[src/rtl/addsub_seq_pkg.sv]
package addsub_seq_pkg;

    typedef enum logic [3:0] {
        ST_IDLE  = 4'd0,
        ST_CLEAR = 4'd1,
        ST_REQ1  = 4'd2,
        ST_LOAD1 = 4'd3,
        ST_ACC1  = 4'd4,
        ST_WAIT1 = 4'd5,
        ST_REQ2  = 4'd6,
        ST_LOAD2 = 4'd7,
        ST_ACC2  = 4'd8,
        ST_DONE  = 4'd9
    } seq_state_e;

    typedef struct packed {
        logic req;
        logic load_a;
        logic load_b;
        logic clr_n;
        logic add;
    } seq_ctl_t;

    localparam seq_ctl_t CTL_QUIET = '{req: 1'b0, load_a: 1'b0, load_b: 1'b0,
                                       clr_n: 1'b1, add: 1'b1};

endpackage

[src/rtl/addsub_seq_reg.sv]
module addsub_seq_reg #(
    parameter int W = 3
) (
    input  logic         clk,
    input  logic         rst_n,
    input  logic         clr_n,
    input  logic         load,
    input  logic [W-1:0] d,
    output logic [W-1:0] q
);

    always_ff @(posedge clk) begin
        if (!rst_n || !clr_n) begin
            q <= '0;
        end else if (load) begin
            q <= d;
        end
    end

endmodule

[src/rtl/addsub_seq_alu.sv]
module addsub_seq_alu #(
    parameter int W = 3
) (
    input  logic [W-1:0] lhs,
    input  logic [W-1:0] rhs,
    input  logic         add,
    output logic [W-1:0] sum
);

    logic [W-1:0] rhs_x;
    logic [W-1:0] cin;

    assign rhs_x  = add ? rhs : ~rhs;
    assign cin[0] = ~add;

    // Ripple chain; the carry out of the top bit is dropped (modulo 2^W).
    for (genvar i = 0; i < W; i++) begin : g_bit
        assign sum[i] = lhs[i] ^ rhs_x[i] ^ cin[i];
        if (i < W - 1) begin : g_carry
            assign cin[i+1] = (lhs[i] & rhs_x[i]) | (cin[i] & (lhs[i] ^ rhs_x[i]));
        end
    end

endmodule

[src/rtl/addsub_seq_ctrl.sv]
module addsub_seq_ctrl
    import addsub_seq_pkg::*;
(
    input  logic     clk,
    input  logic     rst_n,
    input  logic     start_n,
    input  logic     func_add,
    input  logic     data_ready,
    output seq_ctl_t ctl
);

    seq_state_e state_q, state_d;
    logic       func_q;

    // State register
    always_ff @(posedge clk) begin
        if (!rst_n) begin
            state_q <= ST_IDLE;
        end else begin
            state_q <= state_d;
        end
    end

    // Operation select, captured once per run
    always_ff @(posedge clk) begin
        if (!rst_n) begin
            func_q <= 1'b1;
        end else if (state_q == ST_IDLE && !start_n) begin
            func_q <= func_add;
        end
    end

    // Next state
    always_comb begin
        state_d = state_q;
        unique case (state_q)
            ST_IDLE:  if (!start_n)    state_d = ST_CLEAR;
            ST_CLEAR: if (!data_ready) state_d = ST_REQ1;
            ST_REQ1:  if (data_ready)  state_d = ST_LOAD1;
            ST_LOAD1:                  state_d = ST_ACC1;
            ST_ACC1:                   state_d = ST_WAIT1;
            ST_WAIT1: if (!data_ready) state_d = ST_REQ2;
            ST_REQ2:  if (data_ready)  state_d = ST_LOAD2;
            ST_LOAD2:                  state_d = ST_ACC2;
            ST_ACC2:                   state_d = ST_DONE;
            ST_DONE:                   state_d = ST_IDLE;
            default:                   state_d = ST_IDLE;
        endcase
    end

    // Outputs, decoded from the state alone
    always_comb begin
        ctl = CTL_QUIET;
        unique case (state_q)
            ST_IDLE:  ;
            ST_CLEAR: ctl.clr_n  = 1'b0;
            ST_REQ1:  ctl.req    = 1'b1;
            ST_LOAD1: ctl.load_a = 1'b1;
            ST_ACC1:  ctl.load_b = 1'b1;
            ST_WAIT1: ;
            ST_REQ2:  ctl.req    = 1'b1;
            ST_LOAD2: ctl.load_a = 1'b1;
            ST_ACC2: begin
                ctl.load_b = 1'b1;
                ctl.add    = func_q;
            end
            ST_DONE:  ;
            default:  ;
        endcase
    end

endmodule

[src/rtl/addsub_seq.sv]
module addsub_seq
    import addsub_seq_pkg::*;
#(
    parameter int W = 3
) (
    input  logic         clk,
    input  logic         rst_n,
    input  logic         start_n,
    input  logic         func_add,
    input  logic         data_ready,
    input  logic [W-1:0] sw_data,
    output logic         req_data,
    output logic         en_a,
    output logic         en_b,
    output logic         clr_b_n,
    output logic         add_sel,
    output logic [W-1:0] result
);

    seq_ctl_t     ctl;
    logic [W-1:0] reg_a;
    logic [W-1:0] alu_out;

    addsub_seq_ctrl u_ctrl (
        .clk        (clk),
        .rst_n      (rst_n),
        .start_n    (start_n),
        .func_add   (func_add),
        .data_ready (data_ready),
        .ctl        (ctl)
    );

    addsub_seq_reg #(.W(W)) u_reg_a (
        .clk   (clk),
        .rst_n (rst_n),
        .clr_n (1'b1),
        .load  (ctl.load_a),
        .d     (sw_data),
        .q     (reg_a)
    );

    addsub_seq_alu #(.W(W)) u_alu (
        .lhs (result),
        .rhs (reg_a),
        .add (ctl.add),
        .sum (alu_out)
    );

    addsub_seq_reg #(.W(W)) u_reg_b (
        .clk   (clk),
        .rst_n (rst_n),
        .clr_n (ctl.clr_n),
        .load  (ctl.load_b),
        .d     (alu_out),
        .q     (result)
    );

    assign req_data = ctl.req;
    assign en_a     = ctl.load_a;
    assign en_b     = ctl.load_b;
    assign clr_b_n  = ctl.clr_n;
    assign add_sel  = ctl.add;

endmodule

[config.mk]
export PLATFORM = sky130hd
export DESIGN_NAME = addsub_seq
export DESIGN_NICKNAME = d
export VERILOG_FILES = /design/src/rtl/addsub_seq_pkg.sv /design/src/rtl/addsub_seq_reg.sv /design/src/rtl/addsub_seq_alu.sv /design/src/rtl/addsub_seq_ctrl.sv /design/src/rtl/addsub_seq.sv
export SDC_FILE = /design/constraint.sdc
export NUM_CORES = 1
export LEC_CHECK = 0
export CAP_MARGIN = 10
export CORE_MARGIN = 2
export CORE_UTILIZATION = 33
export DETAILED_ROUTE_END_ITERATION = 10
export DONT_BUFFER_PORTS = 1
export GPL_ROUTABILITY_DRIVEN = 0
export SLEW_MARGIN = 20
export SYNTH_ARGS = -nofsm -noshare
export SYNTH_HDL_FRONTEND = slang
export SYNTH_SLANG_ARGS = --single-unit
[constraint.sdc]
create_clock -name clk -period 2.8 [get_ports clk]
set_input_delay 0.42 -clock clk [delete_from_list [all_inputs] [get_ports clk]]
set_output_delay 0.42 -clock clk [all_outputs]
set_load 0.1 [all_outputs]
# After elaboration in Yosys (flattened, before gate mapping)
# Index checks and enable logic that the tools add are counted.
[op_classes] eq_ne=13 muxes=12 bitwise=14 reduce_logical=9
[ops] cell="case mux 4 bit (9 select lines)" count=1
[ops] cell="2-to-1 mux 4 bit" count=5
[ops] cell="== test 4 x 3 -> 1 bit, second input constant" count=4
[ops] cell="inequality test 2 bit, second input constant" count=5
[ops] cell="== test 4 x 2 -> 1 bit, second input constant" count=2
[ops] cell="OR reduction 2 bit" count=3
[ops] cell="XOR 1 bit" count=6
[ops] cell="2-to-1 mux 1 bit" count=5
[ops] cell="AND reduction 5 bit" count=1
[ops] cell="AND 1 bit" count=4
[ops] cell="== test 4 x 1 -> 1 bit, second input constant" count=1
[ops] cell="== test 4 bit, second input constant" count=1
[ops] cell="zero test 4 bit" count=1
[ops] cell="2-to-1 mux 3 bit" count=1
[ops] cell="inverter 3 bit" count=1
[ops] cell="zero test 1 bit" count=2
[ops] cell="bitwise OR 1 bit" count=2
[ops] cell="logical AND 1 bit" count=1
[ops] cell="logical OR 1 bit" count=1
[ops] cell="inverter 1 bit" count=1
[totals] regBits=11 in_bits=8 out_inout_bits=8 elab_cells=52

# Longest topological paths before layout
# Gate-level depths: netlist of run 1.
[depth] word_depth=9 ltp_mapped=10 mapped_depth_nobuf=9

# Cells and area by module
# Synthesis of run 1 repeated with hierarchy kept, for this count alone.
[unflattened] hier_cells=68 area_unflattened_um2=595.6
[by_module_without_submodules] module="addsub_seq_ctrl" instances=1 cells_per_inst=37 area_each_um2=301.5 seq_area_each_um2=100.1
[by_module_without_submodules] module="addsub_seq_reg" instances=2 cells_per_inst=10 area_each_um2=105.1 seq_area_each_um2=60.1
[by_module_without_submodules] module="addsub_seq_alu" instances=1 cells_per_inst=10 area_each_um2=80.1 seq_area_each_um2=0.0
[by_module_without_submodules] module="addsub_seq" instances=1 cells_per_inst=1 area_each_um2=3.8 seq_area_each_um2=0.0

# Least setup slack after synthesis of run 1
# Ideal clock, no wire load.
[synth_path] kind="register -> register" start="register u_ctrl.state_q[0]" end="register u_reg_b.q[2]" arrival_time_ns=2.719 required_ns=2.729 slack_ns=0.009 path_stages_with_launch=9 n_path_buf=0 cell_sequence="dfxtp_1 > nor2_1 > nand2_1 > xor2_1 > fa_1 > xnor2_1 > xnor2_1 > or3_1 > a21oi_1"
[synth_between] elab_chain_cells=9 elab_cells_between_ends=19
[synth_rtl] element="from (decl)" line_no="addsub_seq_ctrl.sv:12" rtl="seq_state_e state_q, state_d;"
[synth_rtl] element="from (signal assigned)" line_no="addsub_seq_ctrl.sv:20" rtl="state_q <= state_d;"
[synth_rtl] element="== test 4 bit *" line_no="addsub_seq_ctrl.sv:54" rtl="unique case (state_q)"
[synth_rtl] element="2-to-1 mux 1 bit *" line_no="addsub_seq_ctrl.sv:54"
[synth_rtl] element="named net add_sel" line_no="addsub_seq.sv:16" rtl="output logic add_sel,"
[synth_rtl] element="2-to-1 mux 3 bit" line_no="addsub_seq_alu.sv:13" rtl="assign rhs_x = add ? rhs : ~rhs;"
[synth_rtl] element="XOR 1 bit" line_no="addsub_seq_alu.sv:20" rtl="assign cin[i+1] = (lhs[i] & rhs_x[i]) | (cin[i] & (lhs[i] ^ rhs_x[i]));"
[synth_rtl] element="AND 1 bit" line_no="addsub_seq_alu.sv:20"
[synth_rtl] element="bitwise OR 1 bit" line_no="addsub_seq_alu.sv:20"
[synth_rtl] element="AND 1 bit" line_no="addsub_seq_alu.sv:20"
[synth_rtl] element="bitwise OR 1 bit" line_no="addsub_seq_alu.sv:20"
[synth_rtl] element="XOR 1 bit *" line_no="addsub_seq_alu.sv:18" rtl="assign sum[i] = lhs[i] ^ rhs_x[i] ^ cin[i];"
[synth_rtl] element="to (signal assigned)" line_no="addsub_seq_reg.sv:14" rtl="q <= '0;"
[synth_rtl] element="to (signal assigned)" line_no="addsub_seq_reg.sv:16" rtl="q <= d;"
[synth_rtl] element="to (decl)" line_no="addsub_seq_reg.sv:9" rtl="output logic [W-1:0] q"
# Mark *: on every way through the listed nets, which the timed path passes. The rest lies on a longest branch.
# A chain may end at the register's enable or synchronous reset.

# Worst setup path after layout of run 1
[layout_path] start="register u_ctrl.state_q[3]" end="register u_reg_b.q[2]"
[layout_between] elab_chain_cells=9 elab_cells_between_ends=19
[layout_rtl] element="== test 4 bit" line_no="addsub_seq_ctrl.sv:54"
[layout_rtl] element="2-to-1 mux 1 bit" line_no="addsub_seq_ctrl.sv:54"
[layout_rtl] element="2-to-1 mux 3 bit" line_no="addsub_seq_alu.sv:13"
[layout_rtl] element="XOR 1 bit" line_no="addsub_seq_alu.sv:20"
[layout_rtl] element="AND 1 bit" line_no="addsub_seq_alu.sv:20"
[layout_rtl] element="bitwise OR 1 bit" line_no="addsub_seq_alu.sv:20"
[layout_rtl] element="AND 1 bit" line_no="addsub_seq_alu.sv:20"
[layout_rtl] element="bitwise OR 1 bit" line_no="addsub_seq_alu.sv:20"
[layout_rtl] element="XOR 1 bit" line_no="addsub_seq_alu.sv:18"
# Parallel ways exist; a longest one is shown, timed or not.

==> results.md, run 1 <==
- Outcome: complete, no violations
- Net count after synthesis: 75
- Synth area leaders: dfxtp_1 (38%), xor2_1 (7.5%), mux2i_1 (6.9%), nand2_1 (5.1%), nor2_1 (4.5%)
- Die Span X: 46.1 um
- Critical path's slowest cell: dfxtp_1
- CTS H-Tree Depth: 1
- Seq/Total Area, Yosys: 37.7%
- GRT busiest layer: met2
- CP max FO: 9
- Num rows: 15
- Max Slew Vio Count: 0
- Share of cells above drive strength 1: 16.2%
- Worst-Margin Slew: 0.976 ns
- DRT Wirelength: 1.00 mm
- Fin nets: 84
- Synth-to-layout area growth: 13.5%
- Setup TNS Final: 0 ns
- Logic gate share of total power: 18.0%
- Max-Cap Viols: 0
- Largest net degree at the start of global routing: 10
- DR WL/cell: 11.0 um
- Post-Syn Area per Cell: 8.85 um^2
- Share of power burned in registers: 50.4%
- CTS sink count: 11
- P_int: 235 uW
- RSZ-0062 raised after global routing: false
- Post-cts sizing count: 0
- Max Root-Sink Buffers: 2
- Die area: 2120 um^2
- Clock Latency Late Sink: 0.26 ns
- YS warnings: 0
- Yosys top cell by area: dfxtp_1
- Sw power: 101 uW
- Routed Antenna Nets: 0
- Crit path top cell by count: xnor2_1
- Maximum vdd drop: 154 uV
- Vias: 446
- WHS Endpoint: u_ctrl.func_q
- GRT Total Usage: 11.0%
- Max-slew headroom: 34.8%
- Worst reg2reg startpoint: u_ctrl.state_q[3]
- Synthesized area: 584 um^2
- Initial antenna violation count: 0
- Synth Instances: 66
- Clk root buf: clkbuf_4
- Clock skew: 0.00173 ns
- Hold path startpoint: rst_n
- Switching Share: 30.1%
- First-pass GRT wire length: 1.68 mm
- CTS tree: done
- Yosys cell types: 26
- Vias per cell: 4.90
- Top cell type's share of synthesized area: 37.7%
- Starting DRT DRC Count: 3
- HP Class: in -> reg
- Final worst path period need: 2.28 ns
- Met1 Use GR: 13.8%
- Setup CP Type: reg -> reg
- # hold bufs at CTS: 0
- Placed cell count: 87
- Die height: 46.1 um
- Post-synthesis register bit count: 11
- Final number of hold-violating endpoints: 0
- Post-CTS setup buffer count: 0
- Worst R2R Path Depth: 8
- Data arrival, critical path: 2.48 ns
- Finished Layout Cells: 91
- Hold Path Depth: 1
- CTS Buf Count: 3
- Critical-path cell list: nor3b_4 -> nand2_1 -> xor2_1 -> fa_1 -> xnor2_1 -> xnor2_1 -> or3_1 -> a21oi_1
- Vias in the first global route: 409
- PD cells: 506 nW/um^2
- Port Buffers: 0
- Diode count: 0
- Drc violations: 0
- Fmax: 438 MHz
- CP endpoint kind: register
- Global-route track usage on met3: 4.31%
- Clock-pin slew on the worst setup and hold paths: 0.07 ns
- DR pass1 iterations: 2
- GR Util met2: 16.4%
- Startpoint Class: register
- Top-level port count: 16
- Delay of the slowest cell on the worst path: 0.51 ns
- Critical path required time: 2.99 ns
- GR Overflow Total: 0
- Reg-to-Reg End: u_reg_b.q[2]
- Reg2Reg Setup Slack: 0.52 ns
- Final period utilization: 81.6%
- Setup violations, final: 0
- Core area: 1690 um^2
- Clock power frac: 31.6%
- Hold_ws: 0.217 ns
- Post-DP HPWL: 793 um
- Finished Core Util: 39.3%
- Leakage Power: 0.000258 uW
- Initial Utilization: 34.6%
cell usage after synthesis:
cell type,number
or3_1,1
nor3_1,1
and3b_1,1
nor2b_1,3
a21oi_1,3
a22oi_1,1
nand2_1,8
fa_1,1
a21boi_0,1
dfxtp_1,11
nor3b_4,1
and2_1,1
nor4b_1,1
nand3_1,1
buf_6,1
nor2_1,7
nand3b_1,1
buf_4,1
buf_2,1
xnor2_1,2
nand2b_1,3
inv_1,3
o21ai_0,2
mux2i_1,4
xor2_1,5
a211oi_1,1
per-stage QoR:
stage,worst slack [ns],total power [uW],instance area [um^2]
CTS,0.492,341,663
global placement,0.542,233,637
detailed placement,0.524,233,637
finish,0.515,336,663
floorplan,0.00926,222,584
global route,0.344,356,663
worst max path at each step:
stage / from / endpoint / slack [ns] / cells past startpoint
after CTS: u_ctrl.state_q[3] / u_reg_b.q[2] / 0.49 / 8
after global placement: u_ctrl.state_q[3] / u_reg_b.q[2] / 0.54 / 8
after floorplan: u_ctrl.state_q[0] / u_reg_b.q[2] / 0.009 / 8
after global routing: u_ctrl.state_q[3] / u_reg_b.q[2] / 0.34 / 8
final: u_ctrl.state_q[3] / u_reg_b.q[2] / 0.52 / 8
after detailed placement: u_ctrl.state_q[3] / u_reg_b.q[2] / 0.52 / 8
critical path, delay by kind of cell (launching register included):
| family | cells | cell delay, ns |
|---|---|---|
| and+or+nand+nor | 3 | 0.70 |
| DFF | 1 | 0.51 |
| xor gates and xnor gates | 3 | 0.45 |
| adders and majority gates | 1 | 0.41 |
| AOI/OAI and AO/OA | 1 | 0.15 |
sequential cells by signal (all words and copies together), names as in the netlist:
name and count:
u_ctrl.func_q 1, u_ctrl.state_q 4, u_reg_a.q 3, u_reg_b.q 3
layout by cell type, fill, tap and decap left out, drive strengths merged, types with 2 or more instances in the layout:
master	instances
nor2b	3
o21ai	2
nand2b	3
nand2	8
nor2	7
xor2	5
buf	7
mux2i	4
a21oi	3
inv	3
dfxtp	11
clkbuf	4
xnor2	2
cell families (layout without fill, tap and decap cells):
logic type	Yosys count	in the layout	share of synthesized area [%]
compound gates	8	8	8.14
xor+xnor	7	7	10.5
fa+ha+maj	1	1	3.43
buf+inv	6	14	6.00
flops	11	11	37.7
mux	4	4	6.85
simple gates	29	29	27.4
metal layers:
metal / wire length, um / vias up
li1: - / 234
met1: 452 / 203
met2: 482 / 9
met3: 68 / 0
met4: 0 / 0
met5: 0 / -
power by group through the flow:
stage	sequential [uW]	clock, uW	combinational (uW)
2_1_floorplan	172	0	50.1
3_3_place_gp	172	0	60.3
3_5_place_dp	173	0	60.7
4_1_cts	169	111	60.9
5_1_grt	170	120	65.7
6_report	169	106	60.5
cell type report:
| type | count | area (um^2) |
|---|---|---|
| sequential | 11 | 220 |
| multi-input combinational | 49 | 332 |
| inverter | 3 | 11.3 |
| timing repair buffer | 7 | 52.6 |
| tap | 17 | 21.3 |
| fill | 175 | 1030 |
| clock buffer | 4 | 26.3 |
Power figures use the tool's default switching activity.
==> run 2, diff against run 1 <==
ABC_AREA = 1   (was unset)
CORE_ASPECT_RATIO = 1.5   (was unset)
clock period = 2 ns   (was 2.8 ns; I/O delays follow)
==> results.md, run 2 <==
- Outcome: complete, no violations
- Main synth FF type: dfxtp_1
- Most common cell in the netlist: nand2_1
- Critical path's slowest cell: dfxtp_4
- GR Util met2: 18.7% (+2.3 points)
- Max-slew headroom: 78.3% (+43 points)
- GRT Total Usage: 13.4% (+2.4 points)
- Synthesized area: 652 um^2 (+12%)
- Initial Utilization: 35.2% (+0.56 points)
- Largest net degree at the start of global routing: 9 (-1)
- Synth-to-layout area growth: 27.4%
- Die height: 58.4 um (+27%)
- HP Class: in -> reg
- PD cells: 1490 nW/um^2 (+190%)
- Worst-Margin Slew: 0.326 ns (-0.650 ns)
- Critical path required time: 2.21 ns (-0.78 ns)
- First-pass GRT wire length: 2.18 mm (+30%)
- GR Overflow Total: 0 (unchanged)
- Clk root buf: clkbuf_4
- Reg with most FFs: u_ctrl.state_q
- Crit path top cell by count: nand2_1
- DRT Wirelength: 1.44 mm (+44%)
- YS warnings: 0 (unchanged)
- Clock skew: 0.000416 ns (-0.00131 ns)
- Ys async rst share: 0% (unchanged)
- Final number of hold-violating endpoints: 0 (unchanged)
- Hold path startpoint: rst_n
- Commonest cells after routing, fill and taps aside: nand2_1 (25), nor2_1 (15), inv_1 (14), buf_4 (12)
- Post-Syn Area per Cell: 6.52 um^2 (-26%)
- Data arrival, critical path: 2.04 ns (-0.44 ns)
- Met1 Use GR: 18.6% (+4.8 points)
- Global-route track usage on met3: 3.02% (-1.3 points)
- Number of flip-flops in the largest register: 4 (unchanged)
- Initial antenna violation count: 0 (unchanged)
- Vias in the first global route: 526 (+29%)
- Net count after synthesis: 109 (+45%)
- CP endpoint kind: register
- Post-Place Worst Slack: 0.158 ns (-0.366 ns)
- Crit path from: u_ctrl.state_q[3]
- Critical-path cell list: inv_2 -> nor2_4 -> nand3_4 -> xor2_2 -> fa_2 -> inv_1 -> nand2_1 -> nand2_1 -> inv_1 -> nand2_1 -> nand3_1 -> nand2_1 -> inv_1 -> nor2_1
- CTS tree: done
- Synth Instances: 100 (+52%)
- Setup violations, final: 0 (unchanged)
- Top-level port count: 16 (unchanged)
- GRT busiest layer: met2
- RSZ-0062 raised after global routing: false
- Yosys top cell by area: dfxtp_1
- CP max FO: 7 (-2)
- Family with the most delay on the worst path: simple AND/OR/NAND/NOR gates
- Port Buffers: 0 (unchanged)
- Synth area leaders: dfxtp_1 (34%), nand2_1 (14%), nor2_1 (8.6%), inv_1 (8.1%), nand3_1 (5.4%)
- Seq/Total Area, Yosys: 33.8% (-3.9 points)
- Finished Layout Cells: 137 (+51%)
- Die area: 2350 um^2 (+11%)
- Num rows: 19 (+4)
- DR pass1 iterations: 4 (+2)
- Synth cell count leaders: nand2_1 (25), nor2_1 (15), inv_1 (14)
- Maximum vdd drop: 749 uV (+390%)
- Vias: 634 (+42%)
- Placed cell count: 130 (+49%)
- Yosys cell types: 19 (-27%)
- Post-synth EDFFs: 0 (unchanged)
- Worst reg2reg startpoint: u_ctrl.state_q[3]
- Max-Cap Viols: 0 (unchanged)
- Max Slew Vio Count: 0 (unchanged)
- Routed Antenna Nets: 0 (unchanged)
- Vias per cell: 4.63 (-5.6%)
- Delay of the slowest cell on the worst path: 0.39 ns (-0.12 ns)
- Setup TNS Final: 0 ns (unchanged)
- Startpoint Class: register
- DR WL/cell: 10.5 um (-4.3%)
- Post-DP HPWL: 1.10 mm (+39%)
- Fmax: 548 MHz (+25%)
- CTS sink count: 11 (unchanged)
- Share of cells above drive strength 1: 25.9% (+9.6 points)
- Die Span X: 40.3 um (-13%)
- Buf/Inv on CP: 4 (+4)
- Final worst path period need: 1.82 ns (-0.461 ns)
- Total power: 1230 uW (+270%)
- Clock Latency Late Sink: 0.27 ns (about the same)
- Final period utilization: 91.2% (+9.6 points)
- Core area: 1850 um^2 (+9.8%)
- CTS H-Tree Depth: 1 (unchanged)
- Setup CP Type: reg -> reg
- Most common cell after layout, fill and taps aside: nand2_1
- Diode count: 0 (unchanged)
- Post-synthesis register bit count: 11 (unchanged)
- Max Root-Sink Buffers: 2 (unchanged)
- Starting DRT DRC Count: 15 (+12)
- Top Registers: u_ctrl.state_q x4, u_reg_a.q x3, u_reg_b.q x3
- Drc violations: 0 (unchanged)
- Clock-pin slew on the worst setup and hold paths: 0.07 ns (about the same)
- Top cell type's share of synthesized area: 33.8% (-3.9 points)
- PnR worst setup slack: 0.176 ns (-0.339 ns)
- Fin nets: 126 (+50%)
- Leakage Power: 0.000406 uW (+57%)
- CTS Buf Count: 3 (unchanged)
## run 2: layout make-up
| cell class | count | area [um^2] |
|---|---|---|
| clock buffer | 4 | 26.3 |
| inverter | 17 | 77.6 |
| fill | 184 | 1020 |
| multi-input combinational | 72 | 383 |
| tap | 21 | 26.3 |
| sequential | 11 | 228 |
| timing repair buffer | 12 | 90.1 |
## run 2: worst paths after layout
check             depth (start not counted)  slack (ns)                end
setup / recovery                         14        0.18       u_reg_b.q[2]
hold / removal                            2        0.14  u_ctrl.state_q[0]
setup reg to reg                         14        0.18       u_reg_b.q[2]
hold reg to reg                           2        0.51       u_reg_a.q[2]
## run 2: power breakdown
| part | total (uW) | switching [uW] | internal, uW |
|---|---|---|---|
| combinational | 753 | 527 | 226 |
| sequential | 325 | 51.6 | 273 |
| clock | 157 | 80.1 | 77.2 |
| total | 1230 | 658 | 576 |
## run 2: timing repair
action / 4_1_cts / 5_1_grt
endpoints found under the setup margin: 0 / 1
buffers inserted: 0 / 3
hold buffers: 0 / 0
gates resized for setup: 0 / 0
## run 2: metrics by stage
step | hold slack (ns) | util [%] | area [um^2]
2_1_floorplan | 0.413 | - | 682
3_3_place_gp | 0.419 | 42.2 | 782
3_5_place_dp | 0.422 | 42.2 | 782
4_1_cts | 0.131 | 43.6 | 808
5_1_grt | 0.146 | 44.8 | 831
6_report | 0.136 | 44.8 | 831
## run 2: cells by family after synthesis
family	count (synthesis)	share of synthesized area [%]
flops	11	33.8
buf+inv	17	11.9
simple gates	56	38.8
fa+ha+maj	1	3.07
compound gates	14	11.1
xor+xnor	1	1.34
## run 2: worst register-to-register path: cells and delay by family, from the launching register on
kind | cells | cell delay (ns)
buf+inv | 4 | 0.23
flops | 1 | 0.39
simple gates | 8 | 0.62
fa+ha+maj | 1 | 0.36
xor+xnor | 1 | 0.19
## run 2: layer usage
metal | routed length, um | share of wire [%] | vias to the layer above
li1 | - | - | 345
met1 | 658 | 46 | 273
met2 | 704 | 49 | 12
met3 | 62 | 4.3 | 4
met4 | 19 | 1.3 | 0
met5 | 0 | 0 | -
